## config.mk

```make
export PLATFORM = sky130hd
export DESIGN_NAME = strobe_fabric
export DESIGN_NICKNAME = d
export VERILOG_FILES = /design/src/rtl/strobe_pkg.sv /design/src/rtl/strobe_encode.sv /design/src/rtl/strobe_route.sv /design/src/rtl/strobe_rx.sv /design/src/rtl/strobe_fabric.sv
export SDC_FILE = /design/constraint.sdc
export NUM_CORES = 1
export LEC_CHECK = 0
export BUFFER_PORTS_ARGS = -buffer_cell sky130_fd_sc_hd__buf_2
export CAP_MARGIN = 20
export CORE_AREA = 4 4 265 267
export CTS_CLUSTER_SIZE = 30
export DETAILED_ROUTE_END_ITERATION = 16
export DIE_AREA = 0 0 269 271
export PLACE_DENSITY = 0.4
export SYNTH_ARGS = -nofsm -noshare
export SYNTH_HDL_FRONTEND = slang
export SYNTH_SLANG_ARGS = --single-unit
```

## constraint.sdc

```tcl
create_clock -name clk -period 2 [get_ports clk]
set_clock_uncertainty 0.1 [all_clocks]
set_input_delay 0.3 -clock clk [delete_from_list [all_inputs] [get_ports clk]]
set_output_delay 0.3 -clock clk [all_outputs]
set_load 0.05 [all_outputs]
```

## src/rtl/strobe_pkg.sv

```systemverilog
package strobe_pkg;
  localparam int unsigned CORES_DEF = 16;

  typedef enum logic {
    ADDR_MASK  = 1'b0,
    ADDR_INDEX = 1'b1
  } addr_mode_e;
endpackage

```

## src/rtl/strobe_encode.sv

```systemverilog
module strobe_encode
  import strobe_pkg::*;
#(
  parameter int unsigned NCORE = CORES_DEF,
  parameter int unsigned SELF  = 0,
  localparam int unsigned IDXW = (NCORE > 1) ? $clog2(NCORE) : 1
) (
  input  logic             send_vld,
  input  logic             send_imm,
  input  logic [NCORE-1:0] send_mask,
  input  logic [IDXW-1:0]  send_idx,
  output logic [NCORE-1:0] req
);
  logic [NCORE-1:0] idx_dec;
  logic [NCORE-1:0] sel;
  addr_mode_e       mode;

  assign mode = addr_mode_e'(send_imm);

  for (genvar i = 0; i < NCORE; i++) begin : g_dec
    assign idx_dec[i] = (send_idx == IDXW'(i));
  end

  always_comb begin
    sel = '0;
    if (send_vld) begin
      unique case (mode)
        ADDR_MASK:  sel = send_mask;
        ADDR_INDEX: sel = idx_dec;
        default:    sel = '0;
      endcase
    end
    req       = sel;
    req[SELF] = 1'b0;
  end
endmodule

```

## src/rtl/strobe_route.sv

```systemverilog
module strobe_route #(
  parameter int unsigned NCORE = 16
) (
  input  logic [NCORE*NCORE-1:0] req_flat,
  output logic [NCORE*NCORE-1:0] rx_flat
);
  for (genvar r = 0; r < NCORE; r++) begin : g_rx
    for (genvar s = 0; s < NCORE; s++) begin : g_tx
      assign rx_flat[r*NCORE + s] = req_flat[s*NCORE + r];
    end
  end
endmodule

```

## src/rtl/strobe_rx.sv

```systemverilog
module strobe_rx #(
  parameter int unsigned NCORE     = 16,
  parameter int unsigned SELF      = 0,
  parameter bit          TRACK_SRC = 1'b0
) (
  input  logic             clk,
  input  logic             rst_n,
  input  logic [NCORE-1:0] in_vec,
  input  logic             get_req,
  input  logic             wait_req,
  output logic [NCORE-1:0] get_data,
  output logic             get_zf,
  output logic             wait_done,
  output logic             evt_pulse
);
  logic any_q;
  logic any_d;
  logic pulse_q;
  logic pulse_d;
  logic inc;

  assign inc = |in_vec;

  if (TRACK_SRC) begin : g_track
    logic [NCORE-1:0] src_q;
    logic [NCORE-1:0] src_d;
    logic             src_en;

    always_comb begin
      src_en = get_req | inc;
      src_d  = src_q;
      if (get_req) src_d = '0;
      src_d = src_d | in_vec;
    end

    always_ff @(posedge clk or negedge rst_n) begin
      if (!rst_n)      src_q <= '0;
      else if (src_en) src_q <= src_d;
    end

    assign any_q    = |src_q;
    assign any_d    = |src_d;
    assign get_data = src_q;

    // a wait without a get keeps every recorded sender bit
    p_wait_keeps_r10: assert property (@(posedge clk) disable iff (!rst_n)
      (wait_req && !get_req) |=> ((src_q & $past(src_q)) == $past(src_q)));
    // each sender bit arriving is recorded next cycle
    p_src_recorded_r10: assert property (@(posedge clk) disable iff (!rst_n)
      inc |=> ((src_q & $past(in_vec)) == $past(in_vec)));
  end else begin : g_single
    logic ev_q;
    logic ev_d;
    logic ev_en;
    logic consume;

    always_comb begin
      consume = get_req | (wait_req & ev_q);
      ev_en   = consume | inc;
      ev_d    = (ev_q & ~consume) | inc;
    end

    always_ff @(posedge clk or negedge rst_n) begin
      if (!rst_n)     ev_q <= 1'b0;
      else if (ev_en) ev_q <= ev_d;
    end

    assign any_q    = ev_q;
    assign any_d    = ev_d;
    assign get_data = {{(NCORE-1){1'b0}}, ev_q};

    // a satisfied wait with no new strobe consumes the event
    p_wait_consumes_r8: assert property (@(posedge clk) disable iff (!rst_n)
      (wait_done && !inc) |=> !ev_q);
  end

  always_comb pulse_d = ~any_q & any_d;

  always_ff @(posedge clk or negedge rst_n) begin
    if (!rst_n) pulse_q <= 1'b0;
    else        pulse_q <= pulse_d;
  end

  assign get_zf    = ~any_q;
  assign wait_done = wait_req & any_q;
  assign evt_pulse = pulse_q;

  // one-cycle latency from arriving strobe to visible event
  p_latency_r2: assert property (@(posedge clk) disable iff (!rst_n)
    inc |=> !get_zf);
  // a get with no simultaneous strobe empties the receiver
  p_get_clears_r6: assert property (@(posedge clk) disable iff (!rst_n)
    (get_req && !inc) |=> get_zf);
  // a get racing a new strobe keeps the event
  p_restrobe_keeps_r7: assert property (@(posedge clk) disable iff (!rst_n)
    (get_req && inc) |=> !get_zf);
  // the pulse only follows an empty cycle
  p_pulse_rise_r9: assert property (@(posedge clk) disable iff (!rst_n)
    evt_pulse |-> (!get_zf && $past(get_zf)));
  // the routing never hands a receiver its own request
  p_no_self_r5: assert property (@(posedge clk) disable iff (!rst_n)
    !in_vec[SELF]);
endmodule

```

## src/rtl/strobe_fabric.sv

```systemverilog
module strobe_fabric
  import strobe_pkg::*;
#(
  parameter int unsigned NCORE     = CORES_DEF,
  parameter bit          TRACK_SRC = 1'b0,
  localparam int unsigned IDXW     = (NCORE > 1) ? $clog2(NCORE) : 1
) (
  input  logic                   clk,
  input  logic                   rst_n,
  input  logic [NCORE-1:0]       send_vld,
  input  logic [NCORE-1:0]       send_imm,
  input  logic [NCORE*NCORE-1:0] send_mask,
  input  logic [NCORE*IDXW-1:0]  send_idx,
  input  logic [NCORE-1:0]       get_req,
  input  logic [NCORE-1:0]       wait_req,
  output logic [NCORE*NCORE-1:0] get_data,
  output logic [NCORE-1:0]       get_zf,
  output logic [NCORE-1:0]       wait_done,
  output logic [NCORE-1:0]       evt_pulse
);
  logic [NCORE*NCORE-1:0] req_flat;
  logic [NCORE*NCORE-1:0] rx_flat;

  for (genvar c = 0; c < NCORE; c++) begin : g_enc
    strobe_encode #(.NCORE(NCORE), .SELF(c)) enc_i (
      .send_vld  (send_vld[c]),
      .send_imm  (send_imm[c]),
      .send_mask (send_mask[c*NCORE +: NCORE]),
      .send_idx  (send_idx[c*IDXW +: IDXW]),
      .req       (req_flat[c*NCORE +: NCORE])
    );
  end

  strobe_route #(.NCORE(NCORE)) route_i (
    .req_flat (req_flat),
    .rx_flat  (rx_flat)
  );

  for (genvar r = 0; r < NCORE; r++) begin : g_rx
    strobe_rx #(.NCORE(NCORE), .SELF(r), .TRACK_SRC(TRACK_SRC)) rx_i (
      .clk       (clk),
      .rst_n     (rst_n),
      .in_vec    (rx_flat[r*NCORE +: NCORE]),
      .get_req   (get_req[r]),
      .wait_req  (wait_req[r]),
      .get_data  (get_data[r*NCORE +: NCORE]),
      .get_zf    (get_zf[r]),
      .wait_done (wait_done[r]),
      .evt_pulse (evt_pulse[r])
    );
  end
endmodule

```

==> impl_metrics.json <==
{
  "netlist_area_um2": 7570,
  "switching_power_mw": 3.02,
  "wl_per_cell_um": 28.6,
  "setup_viol": 1,
  "setup_slack_ps": -20.1,
  "io_buffers": 433,
  "yosysTopAreaCellShare_pct": 30.3,
  "initial_core_util_pct": 11.1,
  "required_ps": 2110,
  "route.detailed.drc": 0,
  "grt-ovfl-total": 0,
  "synth_seq_cells": 32,
  "leakagePower_nw": 6.25,
  "finalSetupTns_ps": -20.1,
  "drt_wl_total_mm": 72.8,
  "synth_compound_area_share_pct": 20.6,
  "tightestPinTransition_ps": 621,
  "drt_iter0_markers": 616,
  "grt_use_total_pct": 18.7,
  "placed_cell_area_um2": 11800,
  "synthMuxAreaShare_pct": 0.595,
  "die_x_um": 269,
  "synth_area_leaders": "buf_4, dfrtp_1, and3b_1, o22ai_1, a22oi_1",
  "hpwl_mm": 65.2,
  "clock_sinks": 32,
  "clock_latency_ps": 300,
  "clk_pin_slew_ps": 60,
  "rrSetupSlack_ps": 20,
  "finalCriticalPeriod_ps": 2020,
  "htree_levels": 2,
  "worstSetupPathType": "in -> reg",
  "synth.avg_cell_area_um2": 7.68,
  "synth-xor-area-share_pct": 0,
  "peakVddDrop_v": 0.000272,
  "grt_max_degree": 33,
  "clk_path_buf_depth": 2,
  "grt_pass1_wl_mm": 92.7,
  "syn_inst": 985,
  "cp.arrival_ps": 2130,
  "core_um2": 68100,
  "design.die.area_um2": 72900,
  "intPower_mw": 2.38,
  "power_frac_seq_pct": 13.4,
  "cts_tree": "built",
  "vias": 10500,
  "design_area_um2": 12800,
  "cts_buffers": 5,
  "dp_cells": 2503,
  "yosysTopAreaCell": "buf_4",
  "synth_top_family_by_area": "simple AND/OR/NAND/NOR gates",
  "start_kind": "input pin",
  "timing.fmax_ghz": 0.495,
  "final_max_slew_viol_count": 0,
  "yosys.area_share.simple_pct": 35.3,
  "syn_to_final_growth_pct": 69.0,
  "io_pins": 690,
  "grt_pass1_vias": 10700,
  "fin_crit_sh_pct": 101,
  "nets": 2028,
  "power_density_nw_per_um2": 423,
  "fp.dieH_um": 271,
  "hold_class": "in -> reg",
  "place.gp.congestion": 0.928,
  "cp_max_fo": 6,
  "yosysWarningCount": 0,
  "drive_gt1_share_pct": 50.8,
  "p_clk_share_pct": 16.1,
  "cap_viol_max_count": 0,
  "violations": "setup timing",
  "synth_top_flop_cell": "dfrtp_1",
  "slew_headroom_pct": 58.5,
  "critical_path.endpoint_type": "register",
  "rows": 96,
  "post-route-util_pct": 18.8,
  "pwr-share-comb_pct": 70.5,
  "hold_viol": 0,
  "antenna_found_initial": 58,
  "synth_edf_count": 0,
  "drt_first_pass_iters": 5,
  "status": "finished with violations",
  "ys_types": 57,
  "timing.hold.ws_ps": 277,
  "ant_nets": 0,
  "seq_area_frac_synth_pct": 10.6,
  "instances_no_fill": 2543,
  "viasPerCell": 4.13,
  "yosys.area_share.adder_pct": 0,
  "async_flop_share_pct": 100,
  "rsz0062_at_grt": "yes",
  "p_sw_share_pct": 55.9,
  "cts_root_buf": "clkbuf_16"
}
## synthesized netlist by cell type (all sizes together) (7+ instances only)
library cell	number
buf	310
o22ai	81
and3b	66
a22oi	52
nand4	38
nor2	35
dfrtp	32
nand4b	32
a2111oi	29
and2	25
clkbuf	25
nand2	24
nand2b	24
nor3	23
nand3b	20
nor2b	18
inv	17
nor4	16
o32ai	12
nand4bb	9
nor3b	9
or2	9
or2b	9
a22o	7
nand3	7
## cells in the final DEF, fill, tap and decap left out, types with 5 or more instances in the layout
cell type	instances
and2_1	23
o22ai_1	77
buf_4	285
nand2b_1	24
nor2_1	34
nand4b_1	31
nor3b_1	7
a2111oi_2	14
dfrtp_1	32
or4bb_1	5
or2_2	9
nor4_2	5
a2111oi_0	8
nand4bb_1	9
diode_2	18
nand4_1	37
clkbuf_16	5
buf_8	9
nor3_1	23
o32ai_1	12
or2b_1	7
conb_1	240
inv_1	17
buf_12	18
nor2b_1	6
buf_2	410
nand3_1	5
nand3b_1	20
buf_6	21
a22oi_1	43
nand2_1	24
a22oi_2	9
nor4_1	10
nor2b_4	8
and3b_1	65
a22o_1	7
## worst max-delay path, cell delays in order
cell	delay [ps]
buf_8	100
buf_12	130
buf_6	110
nand4b_4	90
o22ai_4	110
or4_1	520
or4_4	600
and2_4	160
## layout make-up
type                            count  area (µm²)
Fill cell                        7847       55300
Multi-Input combinational cell    840        5650
Timing Repair Buffer              746        4970
Tap cell                          882        1100
Sequential cell                    32         801
Clock buffer                        7         143
Inverter                           17        63.8
Antenna cell                       18        45.0
Clock inverter                      1        7.51
## path summary, 6_finish.rpt
check                      cells past startpoint               start                      to
max                                            8        send_imm[10]  g_rx[9].rx_i.evt_pulse
min                                            5      send_mask[244]      g_rx[4].rx_i.any_q
max reg2reg                                    7  g_rx[0].rx_i.any_q      g_rx[0].rx_i.any_q
min reg2reg                                    2  g_rx[7].rx_i.any_q  g_rx[7].rx_i.evt_pulse
max in group asynchronous                      3               rst_n  g_rx[8].rx_i.evt_pulse
min in group asynchronous                      3               rst_n      g_rx[6].rx_i.any_q
## cell families (layout without fill, tap and decap cells)
logic type             Yosys count  count (layout)
AO/OA/AOI/OAI                  208             208
buffers and inverters          352             771
flip-flops                      32              32
multiplexers                     4               4
other                            1             258
AND/OR/NAND/NOR                388             388
## per-stage QoR
step / total power, mW / setup WS, ps
6_report: 5.40 / -20.1
5_1_grt: 5.64 / -49.1
4_1_cts: 5.38 / -92.7
3_5_place_dp: 4.31 / -856
3_3_place_gp: 4.31 / -1600
2_1_floorplan: 3.15 / -1.90
## power by group through the flow
stage	clock (mW)	combinational (mW)	sequential, mW
4_1_cts	0.893	3.76	0.725
6_report	0.868	3.81	0.724
2_1_floorplan	0	2.42	0.728
3_3_place_gp	0	3.57	0.738
3_5_place_dp	0	3.58	0.737
5_1_grt	0.927	3.98	0.729
## registers in the layout, summed over array words and instances (netlist names)
name                 count
g_rx.rx_i.evt_pulse     16
g_rx.rx_i.any_q         16
## repair_timing
item	4_1_cts	5_1_grt
hold endpoints to repair	25	0
pin swaps	32	31
gates cloned	1	0
endpoints found under the setup margin	25	20
resized for setup	132	45
hold buffers	1	0
setup buffers	14	6
## layer usage
metal / up-vias / global-route usage (%) / wire [µm]
met4: 56 / 5.08 / 2320
met2: 686 / 32.7 / 34600
met1: 5035 / 21.3 / 27900
met3: 152 / 7.04 / 7570
met5: - / 0 / 370
li1: 4571 / - / -
Power figures use the tool's default switching activity.
